===== src/rtl/tc_pkg.sv =====
package tc_pkg;
  localparam int unsigned TC_DATA_W = 16;
  localparam int unsigned TC_FRAC_W = 6;
  localparam int unsigned TC_BYTE_W = 8;
  localparam int unsigned TC_ERR_LSB = 9;

  typedef enum logic {
    FMT_FULL = 1'b0,
    FMT_INT  = 1'b1
  } fmt_e;
endpackage


===== src/rtl/tc_err_detect.sv =====
module tc_err_detect #(
  parameter int unsigned DATA_W = 16,
  parameter int unsigned ERR_LSB = 9,
  parameter logic [DATA_W-ERR_LSB-1:0] ERR_TAG = 7'h40
) (
  input  logic [DATA_W-1:0] word_i,
  output logic              is_err_o
);
  assign is_err_o = (word_i[DATA_W-1:ERR_LSB] == ERR_TAG);
endmodule


===== src/rtl/tc_offset_scale.sv =====
module tc_offset_scale #(
  parameter int unsigned DATA_W = 16,
  parameter int unsigned FRAC_W = 6
) (
  input  logic [DATA_W-1:0] offset_i,
  input  tc_pkg::fmt_e      fmt_i,
  output logic [DATA_W-1:0] offset_fp_o
);
  // integer-degree offsets are moved up to the fixed-point degree bit
  always_comb begin
    if (fmt_i == tc_pkg::FMT_INT) offset_fp_o = offset_i << FRAC_W;
    else                          offset_fp_o = offset_i;
  end
endmodule


===== src/rtl/tc_alt_pack.sv =====
module tc_alt_pack #(
  parameter int unsigned DATA_W = 16,
  parameter int unsigned FRAC_W = 6,
  parameter int unsigned BYTE_W = 8
) (
  input  logic [DATA_W-1:0] val_i,
  output logic [DATA_W-1:0] packed_o
);
  localparam int unsigned MAG_W = BYTE_W - 1;

  for (genvar i = BYTE_W; i < DATA_W; i++) begin : g_sign_ext
    assign packed_o[i] = val_i[DATA_W-1];
  end
  assign packed_o[BYTE_W-1]  = val_i[DATA_W-1];
  assign packed_o[MAG_W-1:0] = val_i[FRAC_W+MAG_W-1:FRAC_W];
endmodule


===== src/rtl/tc_fmt_conv.sv =====
module tc_fmt_conv #(
  parameter int unsigned DATA_W = tc_pkg::TC_DATA_W,
  parameter int unsigned FRAC_W = tc_pkg::TC_FRAC_W,
  parameter int unsigned BYTE_W = tc_pkg::TC_BYTE_W,
  parameter int unsigned ERR_LSB = tc_pkg::TC_ERR_LSB
) (
  input  logic              clk_i,
  input  logic              rst_ni,
  input  logic              temp_valid_i,
  input  logic [DATA_W-1:0] temp_i,
  input  logic              offset_en_i,
  input  logic              fmt_int_i,
  input  logic [DATA_W-1:0] offset_i,
  output logic              res_valid_o,
  output logic [DATA_W-1:0] res_o
);
  localparam int unsigned TAG_W = DATA_W - ERR_LSB;
  localparam logic [TAG_W-1:0] ERR_TAG = {1'b1, {(TAG_W-1){1'b0}}};

  tc_pkg::fmt_e      fmt;
  logic              is_err;
  logic [DATA_W-1:0] offset_fp;
  logic [DATA_W-1:0] sum;
  logic [DATA_W-1:0] packed_w;
  logic [DATA_W-1:0] res_d;

  assign fmt = fmt_int_i ? tc_pkg::FMT_INT : tc_pkg::FMT_FULL;

  tc_err_detect #(.DATA_W(DATA_W), .ERR_LSB(ERR_LSB), .ERR_TAG(ERR_TAG)) u_err (
    .word_i  (temp_i),
    .is_err_o(is_err)
  );

  tc_offset_scale #(.DATA_W(DATA_W), .FRAC_W(FRAC_W)) u_scale (
    .offset_i   (offset_i),
    .fmt_i      (fmt),
    .offset_fp_o(offset_fp)
  );

  // modulo 2^DATA_W, no saturation
  assign sum = temp_i + (offset_en_i ? offset_fp : '0);

  tc_alt_pack #(.DATA_W(DATA_W), .FRAC_W(FRAC_W), .BYTE_W(BYTE_W)) u_pack (
    .val_i   (sum),
    .packed_o(packed_w)
  );

  always_comb begin
    if (is_err)                       res_d = temp_i;
    else if (fmt == tc_pkg::FMT_INT)  res_d = packed_w;
    else                              res_d = sum;
  end

  always_ff @(posedge clk_i or negedge rst_ni) begin
    if (!rst_ni) begin
      res_valid_o <= 1'b0;
      res_o       <= '0;
    end else begin
      res_valid_o <= temp_valid_i;
      if (temp_valid_i) res_o <= res_d;
    end
  end

  assert_err_pass_R1: assert property (@(posedge clk_i) disable iff (!rst_ni)
    (temp_valid_i && is_err) |=> (res_o == $past(temp_i)));

  assert_int_sign_R4: assert property (@(posedge clk_i) disable iff (!rst_ni)
    (temp_valid_i && fmt_int_i && !is_err) |=> (res_o[DATA_W-1:BYTE_W] == {(DATA_W-BYTE_W){res_o[BYTE_W-1]}}));

  assert_valid_rise_R6: assert property (@(posedge clk_i) disable iff (!rst_ni)
    temp_valid_i |=> res_valid_o);

  assert_valid_idle_R6: assert property (@(posedge clk_i) disable iff (!rst_ni)
    !temp_valid_i |=> !res_valid_o);

  assert_hold_R7: assert property (@(posedge clk_i) disable iff (!rst_ni)
    !temp_valid_i |=> $stable(res_o));

  assert_bypass_R3: assert property (@(posedge clk_i) disable iff (!rst_ni)
    (temp_valid_i && !offset_en_i && !fmt_int_i) |=> (res_o == $past(temp_i)));
endmodule


===== config.mk =====
export PLATFORM = sky130hd
export DESIGN_NAME = tc_fmt_conv
export DESIGN_NICKNAME = d
export VERILOG_FILES = /design/src/rtl/tc_pkg.sv /design/src/rtl/tc_err_detect.sv /design/src/rtl/tc_offset_scale.sv /design/src/rtl/tc_alt_pack.sv /design/src/rtl/tc_fmt_conv.sv
export SDC_FILE = /design/constraint.sdc
export NUM_CORES = 1
export LEC_CHECK = 0
export BUFFER_PORTS_ARGS = -buffer_cell sky130_fd_sc_hd__buf_2
export CAP_MARGIN = 5
export CORE_MARGIN = 4
export CORE_UTILIZATION = 34
export DETAILED_ROUTE_END_ITERATION = 16
export RECOVER_POWER = 50
export SLEW_MARGIN = 20
export SYNTH_ARGS = -nofsm -noshare
export SYNTH_HDL_FRONTEND = slang
export SYNTH_SLANG_ARGS = --single-unit
export TNS_END_PERCENT = 50

===== constraint.sdc =====
create_clock -name clk_i -period 1.4 [get_ports clk_i]
set_input_delay 0.28 -clock clk_i [delete_from_list [all_inputs] [get_ports clk_i]]
set_output_delay 0.28 -clock clk_i [all_outputs]
set_load 0.05 [all_outputs]

==> impl_summary.log <==
INFO  metric post-route-min-period = 2.21 ns
INFO  metric drc = 0
INFO  metric syn_area = 0.00173 mm2
INFO  metric failed_checks = negative setup slack
INFO  metric max_freq = between 0.4 and 0.5 GHz
INFO  metric dpl.hpwl = ~4800 um
INFO  metric netlist_instances = between 150 and 200
INFO  metric initial_core_util = 36.0%
INFO  metric critical_path_class = in -> reg
INFO  metric overflow = 0
INFO  metric clock_sinks = 17
INFO  metric placed_cell_area = 0.00263 mm2
INFO  metric max-vdd-ir-drop = 0.444 mV
INFO  metric core-area = 0.00482 mm2
INFO  metric intPower = 1.37 mW
INFO  metric wl_met1 = ~2600 um
INFO  metric maximum_number_of_pins_on_one_net_before_global_route_repair = 18
INFO  metric crit_family = compound AO/OA/AOI/OAI gates
INFO  metric combined_buffer_and_inverter_count_along_the_critical_path = 2
INFO  metric post_synth_num_cell_types = 49
INFO  metric period_share = 158%
INFO  metric vias = 2,006
INFO  metric final_core_util = 60.0%
INFO  metric number_of_port_buffers = 53
INFO  metric clock_tree.buffer_depth = 2
INFO  metric wl_met3 = 383 um
INFO  metric timing.hold.worst.start = temp_i[0]
INFO  metric leakage = 1.39 nW
INFO  metric worstPathMaxFanout = 6
INFO  metric met2RoutedLength = 2660 um
INFO  metric worst_pin_slew = 0.459 ns
INFO  metric worstSetupEndpointType = flop
INFO  metric final_critical_path_setup_slack = -0.815 ns
INFO  metric wl_per_cell = around 15 um
INFO  metric critical_path.startpoint_type = input port
INFO  metric final_design_instance_area_without_fill = about 0.0029 mm2
INFO  metric skew = 0 ns
INFO  metric post-layout-total-power = about 2.4 mW
INFO  metric core.rowCount = 25
INFO  metric floorplan.io_pins = between 50 and 60
INFO  metric worstSetupPathDepth = 12
INFO  metric fp.dieW = 79.4 um
INFO  metric rsz0062_at_grt = true
INFO  metric drv_slew = 0
INFO  metric ctsHtreeMaxLevel = 1
INFO  metric synth_flop_cell = sky130_fd_sc_hd__dfrtp_1
INFO  metric initialDrtViolationCount = between 80 and 90
INFO  metric dr.pass1.iters = 4
INFO  metric crit_path_top_delay_cell = sky130_fd_sc_hd__fa_2
INFO  metric cts_inserted_buffers = 3
INFO  metric design.die.area = 0.00630 mm2
INFO  metric area.growth.synth_to_final = 66.7%
INFO  metric post_route_cells_drive_above_1_share = 52.3%
INFO  metric highest-signal-layer = met4
INFO  metric reg2regPathDepth = 2
INFO  metric timing.final.setup_violations = 16
INFO  metric place_congestion = 0.924
INFO  metric final_nets = 381
INFO  metric totalNegativeSetupSlack = -10.62 ns
INFO  metric track_usage = 18.4%
INFO  metric first_pass_grt_wire_length = 9150 um
INFO  metric critical-path-max-stage-delay = 0.35 ns
INFO  metric cap_violations = 0
INFO  metric worstPathArrival = 2.35 ns
INFO  metric outcome = finished, violations left
INFO  metric synth_sequential_area_ratio = 24.5%
INFO  metric async_flop_share = 100%
INFO  metric synthesis.area_per_instance = 8.71 um2
INFO  metric rrSetupSlack = 0.46 ns
INFO  metric slew_headroom = roughly 70%
INFO  metric tritoncts_clock_tree = built
INFO  metric route.final.wire_length = 5710 um
INFO  metric yosys_warnings = 0
INFO  metric final_hold_viol_count = 0
INFO  metric timing.rr.start = res_o[2]
INFO  metric swShare = 43.2%
INFO  metric worstPathCellList = buf_6, nor2b_4, and2_4, ha_4, fa_2, a21o_1, buf_4, a221oi_4, xnor2_2, mux2i_1, nor2_1, a221o_1
INFO  metric synthesis.nets = 252
INFO  metric power_frac_clock = between 10% and 20%
INFO  metric switching_power = about 1.0 mW
INFO  metric combPwrFrac = 58.8%
INFO  metric synth.ff_latch_count = 17
INFO  metric worstHoldPathType = in -> reg
INFO  metric hold-path-endpoint = res_o[0]
INFO  metric antenna_found_initial = 0
INFO  metric synth_edf_count = 0
INFO  metric number_of_routed_nets_with_antenna_violations = 0
INFO  metric worst_r2r_endpoint = res_o[2]
INFO  metric cellPowerDensity = 836 mW/mm2
INFO  metric cts-root-buf = sky130_fd_sc_hd__clkbuf_8
INFO  metric antenna_cells = 0
INFO  metric floorplan.die.height = 79.4 um
INFO  metric route.detailed.vias_per_inst = around 5.1
INFO  metric nFillCells = 458
INFO  metric required_arrival_time_at_the_worst_endpoint = about 1.5 ns
INFO  metric worstHoldPathCells = 2
INFO  metric path_clk_slew = 0.06 ns
INFO  metric insertion_delay = 0.25 ns
INFO  metric grt_pass1_vias = 1,945
INFO  metric seqPwrFrac = 26.3%
==> layer usage <==
layer / vias to the layer above / track usage (%)
li1: 1002 / -
met1: 920 / 25.7
met2: 78 / 30.4
met3: 6 / 1.58
met4: 0 / 5.15
met5: - / 0
==> synthesized netlist by cell type, types with 6 or more instances <==
cell type	number	area share [%]
sky130_fd_sc_hd__nand2_1	17	3.7
sky130_fd_sc_hd__dfrtp_1	17	25
sky130_fd_sc_hd__nor2_1	16	3.5
sky130_fd_sc_hd__inv_1	6	1.3
sky130_fd_sc_hd__o22ai_1	6	2.2
sky130_fd_sc_hd__ha_1	15	11
sky130_fd_sc_hd__xnor2_1	11	5.6
sky130_fd_sc_hd__mux2i_1	11	6.4
sky130_fd_sc_hd__a21oi_1	17	4.9
sky130_fd_sc_hd__nor2b_1	12	4.3
sky130_fd_sc_hd__and2_1	7	2.5
sky130_fd_sc_hd__o21ai_0	11	3.2
==> how the worst max path moves through the flow <==
stage | start | endpoint | slack, ns
finish | offset_en_i | res_o[0] | -0.81
global route | offset_en_i | res_o[6] | -0.91
CTS | offset_en_i | res_o[6] | -0.83
detailed placement | offset_en_i | res_o[12] | -1.16
global placement | offset_en_i | res_o[12] | -1.10
floorplan | offset_en_i | res_o[12] | -1.0
==> cells in the final DEF (no fill, tap or decap), types with 10 or more instances in the layout <==
cell	instances
sky130_fd_sc_hd__a21oi_1	13
sky130_fd_sc_hd__buf_2	50
sky130_fd_sc_hd__buf_4	70
sky130_fd_sc_hd__dfrtp_1	17
sky130_fd_sc_hd__ha_1	10
sky130_fd_sc_hd__mux2i_1	10
sky130_fd_sc_hd__nand2_1	13
sky130_fd_sc_hd__nor2_1	15
sky130_fd_sc_hd__nor2b_1	11
==> logic make-up after synthesis <==
logic type,share of synthesized area (%)
AO/OA/AOI/OAI,27.7
AND/OR/NAND/NOR,17.8
flip-flops,24.5
adder cells (fa/ha/maj),12.0
XOR/XNOR,7.08
multiplexers,7.80
buffers and inverters,3.10
==> layout make-up <==
| type | count | area (um2) | share of cell area (%) |
|---|---|---|---|
| sequential | 17 | 425 | 14.7 |
| clock buffer | 4 | 45.0 | 1.56 |
| multi-input combinational | 172 | 1450 | 50.2 |
| tap | 67 | 83.8 | 2.90 |
| timing repair buffer | 128 | 863 | 29.9 |
| inverter | 6 | 22.5 | 0.780 |
==> sequential cells by signal, summed over array words and instances, names as in the netlist <==
name / flops
res_valid_o: 1
res_o: 16
==> power groups by stage <==
stage                     Clock, mW  Sequential [mW]  Combinational, mW
after floorplan                   0            0.963              0.494
after global placement            0            0.640               1.30
after detailed placement          0            0.645               1.31
after CTS                     0.368            0.636               1.37
after global routing          0.387            0.646               1.53
final                         0.359            0.635               1.42
==> timing repair <==
action,4_1_cts,5_1_grt
resized for setup,21,16
hold buffers,1,0
pin swaps,11,5
buffers inserted,2,2
endpoints found under the setup margin,16,16
endpoints found under the hold margin,17,0
==> metrics by stage <==
| step | hold slack [ns] | worst slack, ns | instances |
|---|---|---|---|
| final | 0.337 | -0.815 | 394 |
| after floorplan | -0.0156 | -0.995 | 199 |
| after CTS | 0.327 | -0.831 | 392 |
| after global placement | 0.216 | -1.10 | 385 |
| after global routing | 0.339 | -0.910 | 394 |
| after detailed placement | 0.216 | -1.16 | 385 |
(Power assumes the default switching activity.)
